--- config.mk ---
export PLATFORM = sky130hd
export DESIGN_NAME = clkmode_ctrl
export DESIGN_NICKNAME = d
export VERILOG_FILES = /design/src/rtl/clkmode_pkg.sv /design/src/rtl/clkmode_seq.sv /design/src/rtl/clkmode_gate.sv /design/src/rtl/clkmode_lock.sv /design/src/rtl/clkmode_ctrl.sv
export SDC_FILE = /design/constraint.sdc
export NUM_CORES = 1
export LEC_CHECK = 0
export ABC_AREA = 1
export BUFFER_PORTS_ARGS = -buffer_cell sky130_fd_sc_hd__buf_4
export CORE_UTILIZATION = 50
export CTS_BUF_LIST = sky130_fd_sc_hd__clkbuf_4
export CTS_CLUSTER_DIAMETER = 80
export DETAILED_ROUTE_END_ITERATION = 12
export PLACE_DENSITY_LB_ADDON = 0.05
export SLEW_MARGIN = 5
export SYNTH_ARGS = -nofsm -noshare
export SYNTH_HDL_FRONTEND = slang
export SYNTH_HIERARCHICAL = 1
export SYNTH_SLANG_ARGS = --single-unit
--- constraint.sdc ---
create_clock -name clk -period 1.49 [get_ports clk]
set_clock_uncertainty 0.15 [all_clocks]
set_input_delay 0.0745 -clock clk [delete_from_list [all_inputs] [get_ports clk]]
set_output_delay 0.0745 -clock clk [all_outputs]
set_load 0.01 [all_outputs]
--- src/rtl/clkmode_pkg.sv ---
package clkmode_pkg;

    localparam int SEL_W  = 2;
    localparam int STAT_W = 2;
    localparam int KIND_W = 2;

    localparam logic [STAT_W-1:0] ST_FLL = 2'b00;
    localparam logic [STAT_W-1:0] ST_INT = 2'b01;
    localparam logic [STAT_W-1:0] ST_EXT = 2'b10;
    localparam logic [STAT_W-1:0] ST_PLL = 2'b11;

    typedef enum logic [2:0] {
        M_FLL_ENG = 3'd0,
        M_INT_BYP = 3'd1,
        M_EXT_BYP = 3'd2,
        M_PLL_BYP = 3'd3,
        M_PLL_ENG = 3'd4,
        M_LP_INT  = 3'd5,
        M_LP_EXT  = 3'd6
    } mode_e;

    typedef struct packed {
        logic [SEL_W-1:0] sel;
        logic             iref;
        logic             pllsel;
        logic             lp;
    } req_t;

    typedef struct packed {
        logic  ok;
        mode_e mode;
    } dec_t;

    function automatic dec_t decode(req_t r);
        dec_t d;
        d.ok   = 1'b1;
        d.mode = M_FLL_ENG;
        case (r.sel)
            2'b00: begin
                if (r.lp) d.ok = 1'b0;
                else if (r.pllsel) begin
                    if (r.iref) d.ok = 1'b0;
                    else        d.mode = M_PLL_ENG;
                end else d.mode = M_FLL_ENG;
            end
            2'b01: begin
                if (!r.iref || r.pllsel) d.ok = 1'b0;
                else d.mode = r.lp ? M_LP_INT : M_INT_BYP;
            end
            2'b10: begin
                if (r.iref)      d.ok = 1'b0;
                else if (r.lp)   d.mode = M_LP_EXT;
                else             d.mode = r.pllsel ? M_PLL_BYP : M_EXT_BYP;
            end
            default: d.ok = 1'b0;
        endcase
        return d;
    endfunction

    function automatic logic [STAT_W-1:0] status_code(mode_e m);
        case (m)
            M_FLL_ENG:          return ST_FLL;
            M_INT_BYP, M_LP_INT: return ST_INT;
            M_PLL_ENG:          return ST_PLL;
            default:            return ST_EXT;
        endcase
    endfunction

    function automatic logic is_lowpwr(mode_e m);
        return (m == M_LP_INT) || (m == M_LP_EXT);
    endfunction

    function automatic logic needs_pll(mode_e m);
        return (m == M_PLL_BYP) || (m == M_PLL_ENG);
    endfunction

    function automatic logic uses_fll(mode_e m);
        return (m == M_FLL_ENG) || (m == M_INT_BYP) || (m == M_EXT_BYP);
    endfunction

    function automatic logic uses_irc(mode_e m);
        return (m == M_INT_BYP) || (m == M_LP_INT);
    endfunction

endpackage

--- src/rtl/clkmode_seq.sv ---
module clkmode_seq
    import clkmode_pkg::*;
(
    input  logic              clk,
    input  logic              rst,
    input  req_t              req,
    input  logic              pll_lock,
    input  logic              pll_stop_en,
    input  logic              stop_enter,
    input  logic              stop_leave,
    input  logic [KIND_W-1:0] stop_kind,
    output mode_e             mode_q,
    output logic              stop_q,
    output logic              deep_q,
    output logic              psten_q,
    output logic [STAT_W-1:0] stat_q,
    output logic              sel_force,
    output logic              bad_req
);

    dec_t dec;
    logic inv_q;
    logic from_pll_q;
    logic fallback;

    assign dec      = decode(req);
    assign fallback = from_pll_q && (deep_q || !psten_q);

    always_ff @(posedge clk) begin
        if (rst) begin
            mode_q     <= M_FLL_ENG;
            stop_q     <= 1'b0;
            deep_q     <= 1'b0;
            psten_q    <= 1'b0;
            from_pll_q <= 1'b0;
            stat_q     <= ST_FLL;
            sel_force  <= 1'b0;
            bad_req    <= 1'b0;
            inv_q      <= 1'b0;
        end else begin
            stat_q    <= status_code(mode_q);
            inv_q     <= !dec.ok;
            sel_force <= 1'b0;
            bad_req   <= 1'b0;
            if (!stop_q) begin
                if (stop_enter) begin
                    stop_q     <= 1'b1;
                    deep_q     <= |stop_kind;
                    psten_q    <= pll_stop_en;
                    from_pll_q <= (mode_q == M_PLL_ENG);
                end else if (!dec.ok) begin
                    bad_req <= !inv_q;
                end else if (dec.mode != M_PLL_ENG || pll_lock) begin
                    mode_q <= dec.mode;
                end
            end else if (stop_leave) begin
                stop_q <= 1'b0;
                if (fallback) begin
                    mode_q    <= M_PLL_BYP;
                    sel_force <= 1'b1;
                end
            end
        end
    end

endmodule

--- src/rtl/clkmode_gate.sv ---
module clkmode_gate
    import clkmode_pkg::*;
(
    input  mode_e mode,
    input  logic  stop_q,
    input  logic  deep_q,
    input  logic  psten_q,
    input  logic  pll_clk_en,
    input  logic  irc_en,
    input  logic  irc_stop_en,
    input  logic  lock_st,
    output logic  fll_en,
    output logic  pll_en,
    output logic  irc_gate,
    output logic  pll_gate
);

    logic run_pll;

    always_comb begin
        run_pll = needs_pll(mode) || (pll_clk_en && !is_lowpwr(mode));
        if (stop_q) begin
            fll_en   = 1'b0;
            pll_en   = !deep_q && psten_q && run_pll;
            irc_gate = !deep_q && irc_en && irc_stop_en;
        end else begin
            fll_en   = uses_fll(mode);
            pll_en   = run_pll;
            irc_gate = irc_en || uses_irc(mode);
        end
        pll_gate = pll_en && lock_st;
    end

endmodule

--- src/rtl/clkmode_lock.sv ---
module clkmode_lock (
    input  logic clk,
    input  logic rst,
    input  logic stop_q,
    input  logic pll_en,
    input  logic pll_lock,
    input  logic lol_clr,
    output logic lock_st,
    output logic lol_flag
);

    logic lock_fell;

    assign lock_fell = !stop_q && lock_st && pll_en && !pll_lock;

    always_ff @(posedge clk) begin
        if (rst) begin
            lock_st  <= 1'b0;
            lol_flag <= 1'b0;
        end else begin
            lock_st <= pll_en && pll_lock;
            if (lock_fell)    lol_flag <= 1'b1;
            else if (lol_clr) lol_flag <= 1'b0;
        end
    end

endmodule

--- src/rtl/clkmode_ctrl.sv ---
module clkmode_ctrl
    import clkmode_pkg::*;
(
    input  logic              clk,
    input  logic              rst,
    input  logic [SEL_W-1:0]  clk_sel,
    input  logic              iref_sel,
    input  logic              pll_sel,
    input  logic              lp_req,
    input  logic              pll_clk_en,
    input  logic              pll_stop_en,
    input  logic              irc_en,
    input  logic              irc_stop_en,
    input  logic              pll_lock,
    input  logic              stop_enter,
    input  logic              stop_leave,
    input  logic [KIND_W-1:0] stop_kind,
    input  logic              lol_clr,
    output logic [STAT_W-1:0] clk_mode_st,
    output logic              lock_st,
    output logic              lol_flag,
    output logic              fll_en,
    output logic              pll_en,
    output logic              irc_gate,
    output logic              pll_gate,
    output logic              sel_force,
    output logic              bad_req
);

    req_t  req;
    mode_e mode_q;
    logic  stop_q;
    logic  deep_q;
    logic  psten_q;

    assign req.sel    = clk_sel;
    assign req.iref   = iref_sel;
    assign req.pllsel = pll_sel;
    assign req.lp     = lp_req;

    clkmode_seq u_seq (
        .clk         (clk),
        .rst         (rst),
        .req         (req),
        .pll_lock    (pll_lock),
        .pll_stop_en (pll_stop_en),
        .stop_enter  (stop_enter),
        .stop_leave  (stop_leave),
        .stop_kind   (stop_kind),
        .mode_q      (mode_q),
        .stop_q      (stop_q),
        .deep_q      (deep_q),
        .psten_q     (psten_q),
        .stat_q      (clk_mode_st),
        .sel_force   (sel_force),
        .bad_req     (bad_req)
    );

    clkmode_gate u_gate (
        .mode        (mode_q),
        .stop_q      (stop_q),
        .deep_q      (deep_q),
        .psten_q     (psten_q),
        .pll_clk_en  (pll_clk_en),
        .irc_en      (irc_en),
        .irc_stop_en (irc_stop_en),
        .lock_st     (lock_st),
        .fll_en      (fll_en),
        .pll_en      (pll_en),
        .irc_gate    (irc_gate),
        .pll_gate    (pll_gate)
    );

    clkmode_lock u_lock (
        .clk      (clk),
        .rst      (rst),
        .stop_q   (stop_q),
        .pll_en   (pll_en),
        .pll_lock (pll_lock),
        .lol_clr  (lol_clr),
        .lock_st  (lock_st),
        .lol_flag (lol_flag)
    );

endmodule

* Word level (Yosys, flattened, before mapping)
Cells that the tools add are included.
Cells by class: $add $sub $neg 0, bitwise operators 2, $mul 0, mux-type cells 30, divide/modulo/power cells 0, $lt $le $gt $ge 0, equality and inequality tests 12, reductions and logical operators 40, shifts and indexed selects 0
Operator list (number):
- 3-bit 2-to-1 mux | 13
- 1-bit 2-to-1 mux | 14
- 1-bit logical AND | 11
- 1-bit logical OR | 10
- 3-bit == test (second input constant) | 3
- 3-bit one-hot mux with 3 select lines | 1
- 1-bit zero test | 8
- 3-bit by 2-bit == test with 1-bit output (second input constant) | 2
- 2-bit one-hot mux with 3 select lines | 1
- 2-bit nonzero test | 3
- 5-bit AND reduction | 1
- 2-bit inequality test (second input constant) | 2
- 2-bit OR reduction | 2
- 4-bit OR reduction | 1
- 3-bit by 1-bit == test with 1-bit output (second input constant) | 1
- 3-bit zero test | 1
- 3-bit inequality test (second input constant) | 1
- 1-bit one-hot mux with 3 select lines | 1
- 3-bit OR reduction | 1
- 2-bit by 1-bit == test with 1-bit output (second input constant) | 1
- 2-bit == test (second input constant) | 1
- 2-bit zero test | 1
- 2-bit by 1-bit inequality test with 1-bit output (second input constant) | 1
- 1-bit inverter | 2
- 2-bit AND reduction | 1
Word-level totals: RAM bits 0, latch bits 0, memories kept 0, bits in registers 14, logic and storage cells 95, input port bits 17, bits in read-only memories 0, output and inout bits 10

* Depth between registers and ports, before layout
depth after elaboration 10, depth in mapped cells 9, gate-level depth less buffers 9

* Hierarchy
The synthesis kept the hierarchy.
By module, submodules not included:
- clkmode_seq | area an instance 583.1 µm², times used 1, cells an instance 82, seq. area each 240.2 µm²
- clkmode_gate | area an instance 97.6 µm², times used 1, cells an instance 20, seq. area each 0.0 µm²
- clkmode_lock | area an instance 78.8 µm², times used 1, cells an instance 11, seq. area each 40.0 µm²

* Worst setup path after synthesis
No wires, ideal clock.
kind reg-to-reg, from register u_seq.mode_q[0], to register u_lock.lol_flag, arrival time 1019 ps, required time 1274 ps, path slack 255 ps, cell stages (with the launch flop) 9, setup time 66 ps, path through dfxtp_1 -> nand2_1 -> nand3b_2 -> nand3_2 -> inv_1 -> nand2_1 -> inv_1 -> nand2_1 -> a21oi_2
On the way: cells in the longest elaborated chain, start to end 10, elaborated cells on any way between the ends 15
RTL lines:
- from (decl) | RTL line clkmode_seq.sv:12 | output mode_e mode_q,
- from (signal assigned) | RTL line clkmode_seq.sv:54 | mode_q <= dec.mode;
- 3-bit == test | RTL line clkmode_pkg.sv:70 | return (m == M_LP_INT) || (m == M_LP_EXT);
- 1-bit logical OR | RTL line clkmode_pkg.sv:70
- 1-bit zero test | RTL line clkmode_gate.sv:21 | run_pll = needs_pll(mode) || (pll_clk_en && !is_lowpwr(mode));
- 1-bit logical AND | RTL line clkmode_gate.sv:21
- 1-bit logical OR (*) | RTL line clkmode_gate.sv:21
- 1-bit logical AND | RTL line clkmode_gate.sv:24 | pll_en = !deep_q && psten_q && run_pll;
- 1-bit 2-to-1 mux (*) | RTL line clkmode_gate.sv:22 | if (stop_q) begin
- via pll_en | RTL line clkmode_ctrl.sv:23 | output logic pll_en,
- 1-bit logical AND (*) (2 in a row) | RTL line clkmode_lock.sv:14 | assign lock_fell = !stop_q && lock_st && pll_en && !pll_lock;
- 1-bit 2-to-1 mux / 2-bit nonzero test (equally long branches)
- to (signal assigned) | RTL line clkmode_lock.sv:19 | lol_flag <= 1'b0;
- to (signal assigned) | RTL line clkmode_lock.sv:22 | if (lock_fell) lol_flag <= 1'b1;
- to (signal assigned) | RTL line clkmode_lock.sv:23 | else if (lol_clr) lol_flag <= 1'b0;
- to (decl) | RTL line clkmode_lock.sv:9 | output logic lol_flag
The timed path passes the listed nets; every way through them passes the cells marked *. A chain may end at the register's enable or synchronous reset.

* Worst setup path after layout
from register u_seq.mode_q[1], to output port pll_gate
On the way: cells in the longest elaborated chain, start to end 8, elaborated cells on any way between the ends 12
RTL lines:
- 3-bit == test | RTL line clkmode_pkg.sv:70
- 1-bit logical OR | RTL line clkmode_pkg.sv:70
- 1-bit zero test | RTL line clkmode_gate.sv:21
- 1-bit logical AND | RTL line clkmode_gate.sv:21
- 1-bit logical OR (*) | RTL line clkmode_gate.sv:21
- 1-bit logical AND | RTL line clkmode_gate.sv:24
- 1-bit 2-to-1 mux (*) | RTL line clkmode_gate.sv:22
- 1-bit logical AND (*) | RTL line clkmode_gate.sv:31 | pll_gate = pll_en && lock_st;
- to (decl) | RTL line clkmode_ctrl.sv:25 | output logic pll_gate,
Every way passes the cells marked *; elsewhere a longest branch is shown, timed or not.

==> Implementation_results.wiki <==
{| class="wikitable"
! Metric !! Value
|-
| Result of the run || finished, final reports clean
|-
| Critical Path Source Type || flop
|-
| Non-filler cells in the finished layout || 166
|-
| Share of synthesized flip-flops with an asynchronous set or reset || 0%
|-
| Largest net degree at the start of global routing || 10
|-
| CTS root buf || sky130_fd_sc_hd__clkbuf_4
|-
| Final core utilization || 80.7%
|-
| Setup violation total in the final timing report || 0
|-
| Hold-critical path depth || 5
|-
| CTS H-Tree Depth || 1
|-
| Number of antenna violations at the first check in global routing || 0
|-
| Worst slew margin relative to its limit || 78.9%
|-
| Pin slew with the least headroom to its limit || 0.314 ns
|-
| Placeable core area || 1350 um^2
|-
| Tightest Hold Check Type || in -> reg
|-
| Global-route total usage across every layer || 28.4%
|-
| CP max stage delay || 0.37 ns
|-
| Post-placement worst setup slack || 0.137 ns
|-
| DRC violations left || 0
|-
| N_diodes || 0
|-
| Sum of net half-perimeters after detailed placement || 1360 um
|-
| Crit path required time || 1.27 ns
|-
| Fmax achieved || 694 MHz
|-
| RSZ-0062 raised after global routing || yes
|-
| Cell taking the most area after synthesis || sky130_fd_sc_hd__dfxtp_1
|-
| CTS sink cnt || 14
|-
| Internal Dissipation || 0.000610 W
|-
| Cell depth of the worst flop-to-flop path || 9
|-
| Number of max-slew violations in the final report || 0
|-
| Clock buffers created by TritonCTS || 3
|-
| Clock tree from TritonCTS || yes
|-
| GRT overflow || 0
|-
| Netlist cell types || 25
|-
| Worst setup path category || reg -> out
|-
| Final hold violation count || 0
|-
| Switching share of total power || 30.0%
|-
| Worst path bufs/invs || 2
|-
| Share of total power in combinational logic || 26.5%
|-
| Total negative slack || 0 ns
|-
| Portion of synthesized cell area occupied by the leading cell type || 36.9%
|-
| Fin crit period || 1.44 ns
|-
| Quantity of I/O buffers inserted on ports || 26
|-
| Number of nets in the layout || 169
|-
| Post-synthesis instance area || 759 um^2
|-
| Synthesized flop and latch total || 14
|-
| Number of placement rows || 13
|-
| Top flip-flop cell by instance count after synthesis || sky130_fd_sc_hd__dfxtp_1
|-
| Cell Pwr Density || 800 nW/um^2
|-
| Crit. path cell count || 6
|-
| Register area share after synthesis || 36.9%
|-
| Family with the most delay on the worst path || simple AND/OR/NAND/NOR gates
|-
| Share of final-layout standard cells stronger than drive strength 1 || 30.5%
|-
| Most frequent cells in the layout || sky130_fd_sc_hd__buf_4 (26), sky130_fd_sc_hd__nand2_1 (23), sky130_fd_sc_hd__nor2_1 (19), sky130_fd_sc_hd__inv_1 (16), sky130_fd_sc_hd__dfxtp_1 (10)
|-
| Layout overhead on the synthesized area || 43.5%
|-
| Starting density of the core || 56.3%
|-
| Slowest-stage cell, CP || sky130_fd_sc_hd__dfxtp_4
|-
| Max cap viols || 0
|-
| Number of vias per cell after detailed routing || 5.16
|-
| Type of element capturing the critical path || output pin
|-
| Largest cells by area after synthesis || sky130_fd_sc_hd__dfxtp_1 (37%), sky130_fd_sc_hd__nand2_1 (11%), sky130_fd_sc_hd__nor2_1 (9.4%)
|-
| Signal arrival time at the worst endpoint || 1.22 ns
|-
| Clock transition time at the flip-flop clock pins of the worst setup and hold paths || 0.08 ns
|-
| Sw Pwr || 0.000262 W
|-
| Worst hold slack after final layout || 0.0402 ns
|-
| Total die area || 1680 um^2
|-
| Commonest non-fill, non-tap cell in the layout || sky130_fd_sc_hd__buf_4
|-
| Synth Instances || 113
|-
| Total routed wirelength || 1930 um
|-
| Number of nets produced by synthesis || 130
|-
| Synthesized area divided by synthesized cell count || 6.72 um^2
|-
| Die Span Y || 41.0 um
|-
| Die W || 41.0 um
|-
| Average routed wire per standard cell || 11.6 um
|-
| Io pins || 27
|-
| Number of buffers inserted to repair setup after CTS || 0
|-
| Number of optimization iterations in the first detailed-route pass || 4
|-
| Worst-path maximum fanout || 7
|-
| DRC marker count from the first detailed-route iteration || 25
|-
| Final Worst Setup Slack || 0.0487 ns
|-
| Proportion of power drawn by the clock network || 24.8%
|-
| Clock latency on the worst-skew pair || 0.27 ns
|-
| Post-synth EDFFs || 0
|-
| Highest ir drop seen on vdd || 558 uV
|-
| Period Utilization, post-route || 96.7%
|-
| Total number of vias || 857
|-
| Number of synthesis warnings || 6
|-
| First-pass GRT wire length || 3020 um
|-
| Weighted congestion reported at the end of routability-driven placement || 0.824
|-
| Antenna-violating nets left || 0
|-
| Placed Cells || 154
|-
| Static leakage power || 0.541 nW
|-
| Number of global-route vias before repair || 744
|-
| Cells traversed along the worst timing path || inv_1, nand2_1, nand3_1, nand3_2, nor2_2, buf_4
|-
| Sequential fraction of design power || 48.7%
|-
| Longest Clk Path Bufs || 2
|}
==> cell usage after synthesis (2+ instances only) <==
cell and n:
sky130_fd_sc_hd__a21oi_1 7, sky130_fd_sc_hd__dfxtp_1 14, sky130_fd_sc_hd__inv_1 16, sky130_fd_sc_hd__inv_2 2
sky130_fd_sc_hd__nand2_1 23, sky130_fd_sc_hd__nand2_2 2, sky130_fd_sc_hd__nand3_1 8, sky130_fd_sc_hd__nand3_2 3
sky130_fd_sc_hd__nand4_1 2, sky130_fd_sc_hd__nor2_1 19, sky130_fd_sc_hd__nor3_1 2, sky130_fd_sc_hd__o21ai_0 2
==> flip-flops by register name, indices dropped and copies added, names as in the netlist <==
name              flops
u_seq/psten_q         1
u_seq/inv_q           1
u_seq/mode_q          3
u_seq/bad_req         1
u_lock/lol_flag       1
u_lock/lock_st        1
u_seq/stop_q          1
u_seq/deep_q          1
u_seq/from_pll_q      1
u_seq/stat_q          2
u_seq/sel_force       1
==> through the flow <==
stage          area (um^2)  power (W)
3_5_place_dp           973   0.000641
2_1_floorplan          759   0.000545
6_report              1090   0.000872
4_1_cts               1080   0.000882
3_3_place_gp           973   0.000635
5_1_grt               1090   0.000933
==> what timing repair did <==
action | 4_1_cts | 5_1_grt
hold buffers | 8 | 0
resized for setup | 2 | 4
endpoints found under the hold margin | 10 | 0
endpoints found under the setup margin | 2 | 4
==> power by group through the flow <==
| stage | registers [W] | logic (W) | clock network, W |
|---|---|---|---|
| floorplan | 0.000430 | 0.000114 | 0 |
| global placement | 0.000431 | 0.000204 | 0 |
| detailed placement | 0.000432 | 0.000209 | 0 |
| CTS | 0.000424 | 0.000227 | 0.000231 |
| global route | 0.000429 | 0.000257 | 0.000247 |
| finish | 0.000425 | 0.000231 | 0.000216 |
==> logic make-up (layout without fill, tap and decap cells) <==
| family | Yosys count | after routing | synth area share [%] |
|---|---|---|---|
| buffers and inverters | 20 | 58 | 10.0 |
| flip-flops | 14 | 14 | 36.9 |
| AND/OR/NAND/NOR | 65 | 65 | 42.5 |
| AO/OA/AOI/OAI | 14 | 14 | 10.5 |
==> worst reg2reg max path, cell delays in order, from the launching register on <==
cell and delay, ns:
sky130_fd_sc_hd__dfxtp_4 0.37, sky130_fd_sc_hd__inv_1 0.07, sky130_fd_sc_hd__nand2_1 0.05, sky130_fd_sc_hd__nand3_1 0.10, sky130_fd_sc_hd__nand3_2 0.11, sky130_fd_sc_hd__inv_1 0.11, sky130_fd_sc_hd__nand2_1 0.07, sky130_fd_sc_hd__inv_1 0.06
sky130_fd_sc_hd__nand2_1 0.06, sky130_fd_sc_hd__a21oi_2 0.11
==> final timing paths <==
check,startpoint,endpoint,slack [ns]
max,u_seq/mode_q[1]$_SDFFE_PP0P_,pll_gate,0.05
min,pll_sel,u_seq/mode_q[0]$_SDFFE_PP0P_,0.04
max reg2reg,u_seq/mode_q[1]$_SDFFE_PP0P_,u_lock/lol_flag$_SDFFE_PP0P_,0.18
min reg2reg,u_seq/inv_q$_SDFF_PP0_,u_seq/bad_req$_SDFF_PP0_,0.31
==> per-layer routing <==
metal	up-vias	track usage [%]	part of all wire (%)
met1	380	30.6	43
met2	34	50.4	49
met4	0	12.5	2.1
met3	8	8.15	5.4
li1	435	-	-
met5	-	0	0
==> layout make-up <==
class	instances	area (um^2)
fill	99	260
inverter	20	76.3
clock inverter	1	3.75
clock buffer	3	22.5
sequential	14	290
timing repair buffer	34	275
tap	15	18.8
multi-input combinational	79	403
Note: power is estimated with default switching activity, not from simulation.
